**config.mk**
```make
export PLATFORM = sky130hd
export DESIGN_NAME = hostreg_port
export DESIGN_NICKNAME = d
export VERILOG_FILES = /design/src/rtl/hostreg_pkg.sv /design/src/rtl/hostreg_access.sv /design/src/rtl/hostreg_ptr.sv /design/src/rtl/hostreg_win.sv /design/src/rtl/hostreg_port.sv
export SDC_FILE = /design/constraint.sdc
export NUM_CORES = 1
export LEC_CHECK = 0
export CAP_MARGIN = 20
export CORE_MARGIN = 2
export CORE_UTILIZATION = 40
export CTS_CLUSTER_DIAMETER = 60
export DETAILED_ROUTE_END_ITERATION = 12
export GPL_TIMING_DRIVEN = 1
export PLACE_DENSITY = 0.76
export SETUP_SLACK_MARGIN = 0.05
export SLEW_MARGIN = 0
export SYNTH_ARGS = -nofsm -noshare
export SYNTH_HDL_FRONTEND = slang
export SYNTH_HIERARCHICAL = 1
export SYNTH_SLANG_ARGS = --single-unit
```
**constraint.sdc**
```tcl
create_clock -name clk_i -period 2.5 [get_ports clk_i]
set_input_delay 0.625 -clock clk_i [delete_from_list [all_inputs] [get_ports clk_i]]
set_output_delay 0.625 -clock clk_i [all_outputs]
set_load 0.03 [all_outputs]
```
**src/rtl/hostreg_pkg.sv**
```systemverilog
package hostreg_pkg;
  typedef enum logic [2:0] {
    SLOT_CMD       = 3'd0,
    SLOT_PARAM     = 3'd1,
    SLOT_CFG       = 3'd2,
    SLOT_WIN       = 3'd3,
    SLOT_PLO       = 3'd4,
    SLOT_PLO_ALIAS = 3'd5,
    SLOT_PHI       = 3'd6,
    SLOT_PHI_ALIAS = 3'd7
  } slot_e;

  localparam int unsigned CFG_BIT_AUTOINC = 0;
  localparam int unsigned CFG_BIT_WIDE    = 1;
  localparam int unsigned CFG_BIT_DBUF    = 2;
  localparam int unsigned CFG_BIT_DISP    = 7;

  typedef struct packed {
    logic disp_sel;
    logic dbuf_en;
    logic wide_en;
    logic auto_inc;
  } cfg_t;
endpackage

```
**src/rtl/hostreg_access.sv**
```systemverilog
// One operation per select period; also reports the select release.
module hostreg_access (
  input  logic clk_i,
  input  logic rst_ni,
  input  logic sel_ni,
  input  logic rd_ni,
  input  logic wr_ni,
  output logic start_o,
  output logic is_wr_o,
  output logic sel_rise_o
);
  logic taken_q, sel_q;

  assign start_o    = ~sel_ni & (~rd_ni | ~wr_ni) & ~taken_q;
  assign is_wr_o    = ~wr_ni;
  assign sel_rise_o = sel_q & sel_ni;

  always_ff @(posedge clk_i or negedge rst_ni) begin
    if (!rst_ni) begin
      taken_q <= 1'b0;
      sel_q   <= 1'b0;
    end else begin
      sel_q   <= ~sel_ni;
      taken_q <= ~sel_ni & (taken_q | start_o);
    end
  end
endmodule

```
**src/rtl/hostreg_ptr.sv**
```systemverilog
module hostreg_ptr #(
  parameter int unsigned DATA_W = 8,
  parameter int unsigned NBYTES = 2,
  localparam int unsigned ADDR_W = DATA_W * NBYTES
) (
  input  logic              clk_i,
  input  logic              rst_ni,
  input  logic [NBYTES-1:0] wr_byte_i,
  input  logic [DATA_W-1:0] data_i,
  input  logic              inc_i,
  output logic [ADDR_W-1:0] ptr_o
);
  logic [ADDR_W-1:0] ptr_q;
  logic [ADDR_W-1:0] ptr_d;

  always_comb begin
    ptr_d = ptr_q;
    if (|wr_byte_i) begin
      for (int b = 0; b < int'(NBYTES); b++)
        if (wr_byte_i[b]) ptr_d[b*DATA_W +: DATA_W] = data_i;
    end else if (inc_i) begin
      ptr_d = ptr_q + 1'b1;  // wraps naturally
    end
  end

  always_ff @(posedge clk_i or negedge rst_ni) begin
    if (!rst_ni) ptr_q <= '0;
    else         ptr_q <= ptr_d;
  end

  assign ptr_o = ptr_q;
endmodule

```
**src/rtl/hostreg_win.sv**
```systemverilog
// VRAM data window: request until grant, hold-off, read capture.
module hostreg_win #(
  parameter int unsigned DATA_W = 8
) (
  input  logic              clk_i,
  input  logic              rst_ni,
  input  logic              start_i,
  input  logic              is_wr_i,
  input  logic [DATA_W-1:0] wdata_i,
  input  logic              sel_rise_i,
  input  logic              gnt_i,
  input  logic [DATA_W-1:0] rdata_i,
  output logic              req_o,
  output logic              we_o,
  output logic [DATA_W-1:0] wdata_o,
  output logic              wait_no,
  output logic [DATA_W-1:0] rdata_o,
  output logic              done_rel_o
);
  logic              req_q, we_q, done_q;
  logic [DATA_W-1:0] wd_q, rd_q;
  logic              grant;

  assign req_o      = start_i | req_q;
  assign we_o       = start_i ? is_wr_i : we_q;
  assign wdata_o    = start_i ? wdata_i : wd_q;
  assign grant      = req_o & gnt_i;
  assign wait_no    = ~(req_o & ~gnt_i);
  assign rdata_o    = rd_q;
  assign done_rel_o = sel_rise_i & done_q;

  always_ff @(posedge clk_i or negedge rst_ni) begin
    if (!rst_ni) begin
      req_q  <= 1'b0;
      we_q   <= 1'b0;
      wd_q   <= '0;
      done_q <= 1'b0;
      rd_q   <= '0;
    end else begin
      if (start_i) begin
        we_q <= is_wr_i;
        wd_q <= wdata_i;
      end
      if (sel_rise_i || grant) req_q <= 1'b0;
      else if (start_i)        req_q <= 1'b1;
      if (sel_rise_i)  done_q <= 1'b0;
      else if (grant)  done_q <= 1'b1;
      if (grant && !we_o) rd_q <= rdata_i;
    end
  end
endmodule

```
**src/rtl/hostreg_port.sv**
```systemverilog
module hostreg_port
  import hostreg_pkg::*;
#(
  parameter int unsigned DATA_W = 8,
  parameter int unsigned ADDR_W = 2 * DATA_W
) (
  input  logic              clk_i,
  input  logic              rst_ni,
  input  logic [2:0]        host_addr_i,
  input  logic [DATA_W-1:0] host_data_i,
  output logic [DATA_W-1:0] host_data_o,
  input  logic              host_sel_ni,
  input  logic              host_rd_ni,
  input  logic              host_wr_ni,
  output logic              host_wait_no,
  output logic              gdc_wr_o,
  output logic              gdc_rd_o,
  output logic              gdc_a0_o,
  output logic [DATA_W-1:0] gdc_wdata_o,
  input  logic [DATA_W-1:0] gdc_rdata_i,
  output logic              cfg_auto_inc_o,
  output logic              cfg_wide_o,
  output logic              cfg_dbuf_o,
  output logic              cfg_disp_sel_o,
  output logic              vram_req_o,
  output logic              vram_we_o,
  output logic [ADDR_W-1:0] vram_addr_o,
  output logic [DATA_W-1:0] vram_wdata_o,
  input  logic              vram_gnt_i,
  input  logic [DATA_W-1:0] vram_rdata_i
);
  localparam int unsigned NBYTES = ADDR_W / DATA_W;

  logic  start, is_wr, sel_rise;
  slot_e slot;
  logic  to_gdc, wr_op, rd_op, win_rel;
  logic [NBYTES-1:0] ptr_wr;
  logic [DATA_W-1:0] win_rdata;
  cfg_t  cfg_q;

  assign slot = slot_e'(host_addr_i);

  hostreg_access u_access (
    .clk_i      (clk_i),
    .rst_ni     (rst_ni),
    .sel_ni     (host_sel_ni),
    .rd_ni      (host_rd_ni),
    .wr_ni      (host_wr_ni),
    .start_o    (start),
    .is_wr_o    (is_wr),
    .sel_rise_o (sel_rise)
  );

  assign wr_op  = start & is_wr;
  assign rd_op  = start & ~is_wr;
  assign to_gdc = (slot == SLOT_CMD) || (slot == SLOT_PARAM);

  assign gdc_wr_o    = wr_op & to_gdc;
  assign gdc_rd_o    = rd_op & to_gdc;
  assign gdc_a0_o    = host_addr_i[0];
  assign gdc_wdata_o = host_data_i;

  // Configuration: reserved bits are not stored.
  always_ff @(posedge clk_i or negedge rst_ni) begin
    if (!rst_ni) begin
      cfg_q <= '0;
    end else if (wr_op && slot == SLOT_CFG) begin
      cfg_q.auto_inc <= host_data_i[CFG_BIT_AUTOINC];
      cfg_q.wide_en  <= host_data_i[CFG_BIT_WIDE];
      cfg_q.dbuf_en  <= host_data_i[CFG_BIT_DBUF];
      cfg_q.disp_sel <= host_data_i[CFG_BIT_DISP];
    end
  end

  assign cfg_auto_inc_o = cfg_q.auto_inc;
  assign cfg_wide_o     = cfg_q.wide_en;
  assign cfg_dbuf_o     = cfg_q.dbuf_en;
  assign cfg_disp_sel_o = cfg_q.disp_sel;

  // Slots 4/5 hit byte 0, slots 6/7 hit byte 1.
  generate
    for (genvar b = 0; b < int'(NBYTES); b++) begin : g_ptr_sel
      assign ptr_wr[b] = wr_op && host_addr_i[2] && (int'(host_addr_i[1]) == b);
    end
  endgenerate

  hostreg_ptr #(.DATA_W(DATA_W), .NBYTES(NBYTES)) u_ptr (
    .clk_i     (clk_i),
    .rst_ni    (rst_ni),
    .wr_byte_i (ptr_wr),
    .data_i    (host_data_i),
    .inc_i     (win_rel & cfg_q.auto_inc),
    .ptr_o     (vram_addr_o)
  );

  hostreg_win #(.DATA_W(DATA_W)) u_win (
    .clk_i      (clk_i),
    .rst_ni     (rst_ni),
    .start_i    (start && slot == SLOT_WIN),
    .is_wr_i    (is_wr),
    .wdata_i    (host_data_i),
    .sel_rise_i (sel_rise),
    .gnt_i      (vram_gnt_i),
    .rdata_i    (vram_rdata_i),
    .req_o      (vram_req_o),
    .we_o       (vram_we_o),
    .wdata_o    (vram_wdata_o),
    .wait_no    (host_wait_no),
    .rdata_o    (win_rdata),
    .done_rel_o (win_rel)
  );

  always_comb begin
    host_data_o = '0;
    if (!host_sel_ni && !host_rd_ni) begin
      unique case (slot)
        SLOT_CMD, SLOT_PARAM: host_data_o = gdc_rdata_i;
        SLOT_WIN:             host_data_o = win_rdata;
        default:              host_data_o = '0;
      endcase
    end
  end
endmodule

```
# Yosys cells after proc, flatten, opt, wreduce, memory -nomap -nowiden

Index checks and enable logic that the tools add are counted.

Flip-flop bits (word level): 41
Bits in latches: 0
Bits in writable memories: 0
Memory bits (read-only): 0
Bits of input ports: 33
Output and inout bits: 50
Logic and storage cells: 73
Memories kept: 0

Add/subtract/negate cells: 1
$mul: 0
Div/mod/pow operators: 0
$lt $le $gt $ge: 0
Eq/ne operators: 5
Shifts and indexed selects: 0
Muxes and demuxes: 12
Bitwise operators: 22
Reductions and logical operators: 20

Operators by type and width:

| kind                    | count |
|---|---|
| $mux W16                | 2 |
| $mux W8                 | 4 |
| $add A16 B1 Y16 const B | 1 |
| $pmux W8 S2             | 1 |
| $and A1 B1 Y1           | 12 |
| $logic_and A1 B1 Y1     | 7 |
| $not A1 Y1              | 7 |
| $eq A3 B2 Y1 const B    | 2 |
| $reduce_bool A2 Y1      | 3 |
| $mux W1                 | 5 |
| $ne A2 B2 Y1 const B    | 2 |
| $reduce_and A2 Y1       | 2 |
| $reduce_or A2 Y1        | 2 |
| $eq A3 B1 Y1 const B    | 1 |
| $logic_not A1 Y1        | 3 |
| $logic_not A3 Y1        | 1 |
| $or A1 B1 Y1            | 3 |
| $logic_or A1 B1 Y1      | 2 |

# Logic depth before layout (Yosys ltp)

Gate-level depths: netlist of run 1.

Depth in word-level cells: 10
Depth in mapped cells: 9
Gate-level depth less buffers: 7

# Hierarchy

Netlist of run 1, hierarchy kept.

Modules (own cells, without submodules):

| module         | times used | cells an instance | area an instance (sq um) | seq. area each (sq um) |
|---|---|---|---|---|
| hostreg_ptr    | 1          | 119               | 1009.7                   | 400.4 |
| hostreg_win    | 1          | 46                | 745.7                    | 475.5 |
| hostreg_port   | 1          | 57                | 444.2                    | 100.1 |
| hostreg_access | 1          | 8                 | 87.6                     | 50.0 |

# Worst setup path after synthesis of run 1

OpenSTA, ideal clock, no wires.

Path type: input port to output port
Start point: input port host_rd_ni
End point: output port host_wait_no
Data arrival time: 2068 ps
Data required time: 1875 ps
Path slack: -193 ps
Cell stages on the path: 6
Path buffers: 1
Cells stage by stage: a211oi_2 -> nand3b_4 -> nor2_1 -> buf_2 -> or2_1 -> nand2b_1

Longest elaborated chain between the ends: 8

RTL lines:

| item                       | line                 | RTL |
|---|---|---|
| start, declared            | hostreg_port.sv:13   | `input logic host_rd_ni,` |
| $not A1 Y1                 | hostreg_access.sv:14 | `assign start_o = ~sel_ni & (~rd_ni \| ~wr_ni) & ~taken_q;` |
| $or A1 B1 Y1               | hostreg_access.sv:14 |  |
| $and A1 B1 Y1 (2 in a row) | hostreg_access.sv:14 |  |
| $logic_and A1 B1 Y1        | hostreg_port.sv:99   | `.start_i (start && slot == SLOT_WIN),` |
| $or A1 B1 Y1               | hostreg_win.sv:24    | `assign req_o = start_i \| req_q;` |
| via vram_req_o             | hostreg_port.sv:25   | `output logic vram_req_o,` |
| $and A1 B1 Y1              | hostreg_win.sv:28    | `assign wait_no = ~(req_o & ~gnt_i);` |
| $not A1 Y1                 | hostreg_win.sv:28    |  |
| end, declared              | hostreg_port.sv:15   | `output logic host_wait_no,` |

The timed path passes the listed nets, and every way through them passes these cells.

# Worst setup path after layout of run 1

Start point: input port host_wr_ni
End point: output port vram_wdata_o[4]

Longest elaborated chain between the ends: 6

RTL lines:

| item                       | line                 | RTL |
|---|---|---|
| start, declared            | hostreg_port.sv:14   | `input logic host_wr_ni,` |
| $not A1 Y1                 | hostreg_access.sv:14 |  |
| $or A1 B1 Y1               | hostreg_access.sv:14 |  |
| $and A1 B1 Y1 (2 in a row) | hostreg_access.sv:14 |  |
| via start                  | hostreg_port.sv:34   | `logic start, is_wr, sel_rise;` |
| $logic_and A1 B1 Y1        | hostreg_port.sv:99   |  |
| $mux W8                    | n/a                  |  |
| end, declared              | hostreg_port.sv:28   | `output logic [DATA_W-1:0] vram_wdata_o,` |

The timed path passes the listed nets, and every way through them passes these cells.

==> metrics.md, run 1 <==
| Metric | Value |
|---|---|
| Status | `complete, but fails checks` |
| Violated checks | `setup timing` |
| Gr ovfl total | `0` |
| Area of the multi-input gates | `1192 um2` |
| Area grow syn2layout | `55.91%` |
| Cell taking the most area after synthesis | `dfrtp_1` |
| Clk buf depth | `2` |
| Power Density | `609.3 nW/um2` |
| CTS Hold Bufs | `0` |
| Drt pass-1 iters | `4` |
| Die H | `79.62 um` |
| Seq/Total Area, Yosys | `44.86%` |
| Synth Register Bits | `41` |
| Largest cells by area after synthesis | `dfrtp_1 45%, mux2_2 9.4%, a21oi_1 4.4%` |
| CP max stage cell | `mux2_4` |
| F_max | `394.1 MHz` |
| Routed WL | `6269 um` |
| Ports | `83` |
| Largest net degree at the start of global routing | `16` |
| Core Area | `5507 um2` |
| Main flop type after synthesis | `dfrtp_1` |
| GP Congestion | `0.9725` |
| Slew HR | `63.72%` |
| Post-Place Cells | `411` |
| Final setup margin | `-0.03747 ns` |
| Critical Setup Path Class | `input port to output port` |
| Crit start category | `input port` |
| Largest stage delay, worst path | `0.32 ns` |
| DRT iter0 DRCs | `67` |
| LEAKAGE | `1.611 nW` |
| Routed via count | `2155` |
| Final #Nets | `384` |
| Num Clock Sinks | `41` |
| Most common cell in the synthesized netlist | `dfrtp_1` |
| Synthesized cell area | `2287 um2` |
| Crit path max-delay family | `buffers and inverters` |
| Peak VDD IR | `0.0003538 V` |
| Drt drc | `0` |
| All-layer global routing usage | `21.15%` |
| CTS buffer count | `5` |
| Antenna cells | `0` |
| Post-synth ARST share | `100.0%` |
| Hold Path Class | `input port to async pin` |
| Die Area | `6339 um2` |
| IO buf count | `82` |
| Pins Over Slew Limit | `0` |
| Starting Density | `41.54%` |
| Post-synth EDFFs | `0` |
| FF/Latch Area | `1026 um2` |
| Power Total | `2.173 mW` |
| Crit end category | `output port` |
| Vias in the first global route | `2203` |
| Design area | `3566 um2` |
| Clock Skew | `0.002434 ns` |
| RSZ-0062 raised after global routing | `true` |
| Crit-path most repeated cell | `buf_6` |
| Worst-path clk slew | `0.08 ns` |
| Row cnt | `27` |
| Max-cap viol count | `0` |
| Final hold vios | `0` |
| DP Wirelength | `4878 um` |
| Buf+Inv Stages, Crit Path | `4` |
| Vias per std cell | `5.095` |
| Area post-placement | `3369 um2` |
| Clock root cell | `clkbuf_8` |
| R2R setup slack | `0.34 ns` |
| Mapped Nets | `264` |
| Top fanout value on the critical path | `7` |
| Hold Worst Slack | `0.2123 ns` |
| Tightest Pin Transition | `0.5423 ns` |
| Fin crit share | `101.5%` |
| Critical path cell sequence | `buf_6 -> a211oi_2 -> buf_4 -> nand3b_4 -> nor2_4 -> buf_8 -> mux2_4 -> buf_6` |
| Avg WL per Cell | `14.82 um` |
| Core Util, Final | `64.76%` |
| Yosys cell types | `52` |
| Clock latency on the worst-skew pair | `0.30 ns` |
| DIE WIDTH | `79.62 um` |
| Synthesized area per cell | `9.944 um2` |
| Final setup vio count | `10` |
| RR Endpoint | `u_ptr/ptr_o[5]` |
| WP data required | `1.88 ns` |
| # H-tree levels | `2` |
| Filler cell count | `466` |
| Min cycle time layout | `2.537 ns` |
| CP Data Arrival Time | `1.91 ns` |
| First-pass GRT wire length | `10410 um` |
| Post-route insts no fill | `423` |
| Antenna violations before repair | `0` |
| Share of Yosys cell area claimed by the top area cell type | `44.86%` |
| Most frequent cells after synthesis | `41 x dfrtp_1, 25 x nor2_1, 20 x a21oi_1, 19 x mux2_2, 17 x nand2_1` |
| Final ANT Viol Nets | `0` |
| Pre-CTS setup slack | `-0.9302 ns` |
| Post-Syn Instances | `230` |
| Sum Neg Setup Slack | `-0.2361 ns` |
| FF-to-FF Start | `u_access/taken_q` |
| CTS tree | `yes` |
| Worst r2r path cells | `11` |
| Share of post-route cells with drive strength above 1 | `36.47%` |
| Yosys warns | `6` |
-- worst max-delay path by stage --
stage                 endpoint  depth (start not counted)  slack, ns        startpoint
2_1_floorplan  vram_wdata_o[0]                          5       0.07        host_rd_ni
3_3_place_gp         vram_we_o                          7      -0.87        host_rd_ni
3_5_place_dp   vram_wdata_o[4]                          7      -0.93        host_rd_ni
4_1_cts        vram_wdata_o[4]                          8      -0.05        host_wr_ni
5_1_grt              vram_we_o                          7      -0.11  u_access/taken_q
6_report       vram_wdata_o[4]                          8      -0.04        host_wr_ni
-- cell usage in the layout (no fill, tap or decap), types with 4 or more instances in the layout --
cell type | netlist | final
nor4_1 | 4 | 4
buf_4 | 9 | 63
mux2_2 | 19 | 10
a21oi_1 | 20 | 20
mux2_4 | 0 | 9
buf_6 | 2 | 15
dfrtp_1 | 41 | 41
inv_1 | 6 | 5
nor2_1 | 25 | 24
clkdlybuf4s50_1 | 0 | 45
clkbuf_8 | 0 | 5
nand3_1 | 5 | 5
o21ai_0 | 8 | 8
nor2b_1 | 7 | 7
nand2b_1 | 5 | 4
nand4_1 | 4 | 4
a31oi_1 | 4 | 4
nand2_1 | 17 | 17
-- report_power, final --
part           switching, mW  total [mW]  internal, mW
Clock                  0.246       0.439         0.193
Combinational          0.427       0.834         0.406
Sequential             0.106       0.900         0.793
Total                  0.780        2.17          1.39
-- worst register-to-register path: stages, from the launching register on --
cell,delay (ns)
dfrtp_1,0.37
a211oi_2,0.05
buf_4,0.14
buf_4,0.12
nand2_1,0.11
nor3b_1,0.07
buf_4,0.15
nor2_1,0.42
buf_4,0.24
nand2_1,0.05
o32ai_1,0.22
a21oi_1,0.10
-- sequential cells by signal (all words and copies together), names as in the netlist --
name and cells:
u_access/taken_q 1, u_win/rdata_o 8, u_win/wd_q 8, cfg_wide_o 1
u_win/req_q 1, u_win/done_q 1, u_access/sel_q 1, cfg_dbuf_o 1
cfg_auto_inc_o 1, cfg_disp_sel_o 1, u_win/we_q 1, u_ptr/ptr_o 16
-- logic make-up after synthesis --
logic type | synth area share, %
AO/OA/AOI/OAI | 13.79
XOR/XNOR | 1.532
adder cells (fa/ha/maj) | 0.5470
buffers and inverters | 6.017
flip-flops | 44.86
multiplexers | 10.78
AND/OR/NAND/NOR | 22.48
-- routing by layer --
layer  track usage [%]  routed length, um  up-vias
met2             36.97               3147       65
met3             4.977                336        9
met1             25.72               2691     1038
met5                 0                  0        -
met4             6.379                 94        0
li1                  -                  -     1043
-- final cells by class --
class	count	share of cell area, %
inverter	6	0.6316
sequential	41	28.77
clock inverter	3	0.4912
clock buffer	5	1.930
multi-input combinational	166	33.44
timing repair buffer	130	32.21
tap	72	2.526
-- repair_timing --
item,CTS,global route
resized for setup,105,2
endpoints found under the setup margin,33,11
cloned,0,0
pin swaps,3,2
buffers inserted,3,1
Note: power is estimated with default switching activity, not from simulation.
==> inputs of run 2 (changes only) <==
==> constraint.sdc (replaced) <==
create_clock -name clk_i -period 2.5 [get_ports clk_i]
set_input_delay 0.5 -clock clk_i [delete_from_list [all_inputs] [get_ports clk_i]]
set_output_delay 0.5 -clock clk_i [all_outputs]
set_load 0.03 [all_outputs]
==> metrics.md, run 2 (synthesized netlist as in run 1, its figures left out) <==
| Metric | Value |
|---|---|
| Core Area | `5507 um2` |
| Drt drc | `0` |
| Num Clock Sinks | `41` |
| DP Wirelength | `4539 um` |
| LEAKAGE | `1.571 nW` |
| Peak VDD IR | `0.0002895 V` |
| RSZ-0062 raised after global routing | `true` |
| Die H | `79.62 um` |
| Area grow syn2layout | `55.03%` |
| Routed WL | `6265 um` |
| WP data required | `2.00 ns` |
| Most frequent cells in the layout | `57 x clkdlybuf4s50_1, 51 x buf_4, 41 x dfrtp_1` |
| Largest net degree at the start of global routing | `20` |
| Final setup vio count | `0` |
| Routed via count | `2153` |
| All-layer global routing usage | `20.69%` |
| Most common cell after layout, fill and taps aside | `clkdlybuf4s50_1` |
| Clock Skew | `0.006620 ns` |
| Avg WL per Cell | `15.02 um` |
| Max FFs per register | `16` |
| Worst-path clk slew | `0.08 ns` |
| Vias per std cell | `5.163` |
| Critical Setup Path Class | `input port to output port` |
| Share of post-route cells with drive strength above 1 | `31.01%` |
| F_max | `411.6 MHz` |
| DRT iter0 DRCs | `116` |
| CP Data Arrival Time | `1.93 ns` |
| Final hold vios | `0` |
| Clock latency on the worst-skew pair | `0.29 ns` |
| Max-cap viol count | `0` |
| Top fanout value on the critical path | `6` |
| GR peak layer | `met2` |
| Final ANT Viol Nets | `0` |
| # H-tree levels | `2` |
| Starting Density | `41.54%` |
| Tightest Pin Transition | `0.6007 ns` |
| Pre-CTS setup slack | `-0.7759 ns` |
| DIE WIDTH | `79.62 um` |
| Clk buf depth | `2` |
| First-pass GRT wire length | `10430 um` |
| IO buf count | `82` |
| Crit end category | `output port` |
| Met2 global-route usage | `35.29%` |
| Status | `finished, final reports clean` |
| Power Density | `624.4 nW/um2` |
| Row cnt | `27` |
| GP Congestion | `0.8803` |
| Fin crit share | `97.19%` |
| CTS buffer count | `5` |
| Clock root cell | `clkbuf_8` |
| Post-route insts no fill | `417` |
| Hold Path Class | `input port to async pin` |
| Post-Place Cells | `404` |
| Antenna cells | `0` |
| Ports | `83` |
| Slew HR | `59.80%` |
| Met3 Track Usage GR | `5.430%` |
| Final setup margin | `0.07019 ns` |
| Pins Over Slew Limit | `0` |
| Gr ovfl total | `0` |
| Die Area | `6339 um2` |
| CTS tree | `yes` |
| Antenna violations before repair | `0` |
| Met1 Use GR | `26.29%` |
| Final #Nets | `378` |
| Vias in the first global route | `2154` |
| Drt pass-1 iters | `4` |
| Crit start category | `input port` |
| Min cycle time layout | `2.430 ns` |
| CTS Hold Bufs | `0` |
run 2: cell types whose count changed in the layout (fill, tap and decap cells not counted), moves of 2 or more:
| cell | before | now |
|---|---|---|
| clkbuf_8 | 5 | 7 |
| clkdlybuf4s50_1 | 45 | 57 |
| dlygate4sd2_1 | 3 | 0 |
| clkdlybuf4s15_1 | 0 | 2 |
| buf_6 | 15 | 10 |
| buf_4 | 63 | 51 |
run 2: cell type report:
type	instances	area [um2]
Clock buffer	7	96.34
Clock inverter	1	5.005
Fill cell	436	1961
Inverter	6	22.52
Multi-Input combinational cell	166	1184
Sequential cell	41	1026
Tap cell	72	90.09
Timing Repair Buffer	124	1122
run 2: timing repair:
item / CTS / global route
setup endpoints to repair: 12 / 18
pin swaps: 3 / 2
gates cloned: 1 / 0
setup buffers: 4 / 0
gates resized for setup: 88 / 6
hold endpoints to repair: 0 / 0
run 2: metal layers:
| layer | up-vias | wire length, um |
|---|---|---|
| li1 | 1041 | - |
| met1 | 1018 | 2736 |
| met2 | 86 | 3023 |
| met3 | 8 | 436 |
| met4 | 0 | 68 |
| met5 | - | 0 |
run 2: critical path, stage by stage:
cell	delay (ns)
clkdlybuf4s50_1	0.52
nand3b_4	0.10
nor2_4	0.15
buf_8	0.17
mux2_4	0.32
buf_6	0.14
run 2: final timing paths:
check	start	endpoint	slack [ns]	depth (start not counted)
setup / recovery	host_addr_i[1]	vram_wdata_o[1]	0.07	6
hold / removal	rst_ni	u_ptr/ptr_o[10]	0.14	1
setup reg to reg	u_access/taken_q	u_ptr/ptr_o[5]	0.22	11
hold reg to reg	cfg_wide_o	cfg_wide_o	0.49	1
max in group asynchronous	rst_ni	u_ptr/ptr_o[2]	1.81	2
min in group clk_i	cfg_wide_o	cfg_wide_o	0.49	1
run 2: power by group:
group / internal, mW / switching [mW]
Combinational: 0.406 / 0.425
Sequential: 0.793 / 0.110
Clock: 0.250 / 0.230
run 2: stage by stage:
step / TNS (ns) / hold slack, ns / total power [mW] / util [%] / instance area (um2)
2_1_floorplan: 0 / 0.2044 / 1.331 / - / 2287
3_3_place_gp: -8.747 / 0.4681 / 1.680 / 60.44 / 3328
3_5_place_dp: -9.567 / 0.4772 / 1.696 / 60.44 / 3328
4_1_cts: 0 / 0.1539 / 2.224 / 63.92 / 3520
5_1_grt: 0 / 0.1770 / 2.320 / 64.39 / 3546
6_report: 0 / 0.1419 / 2.214 / 64.39 / 3546
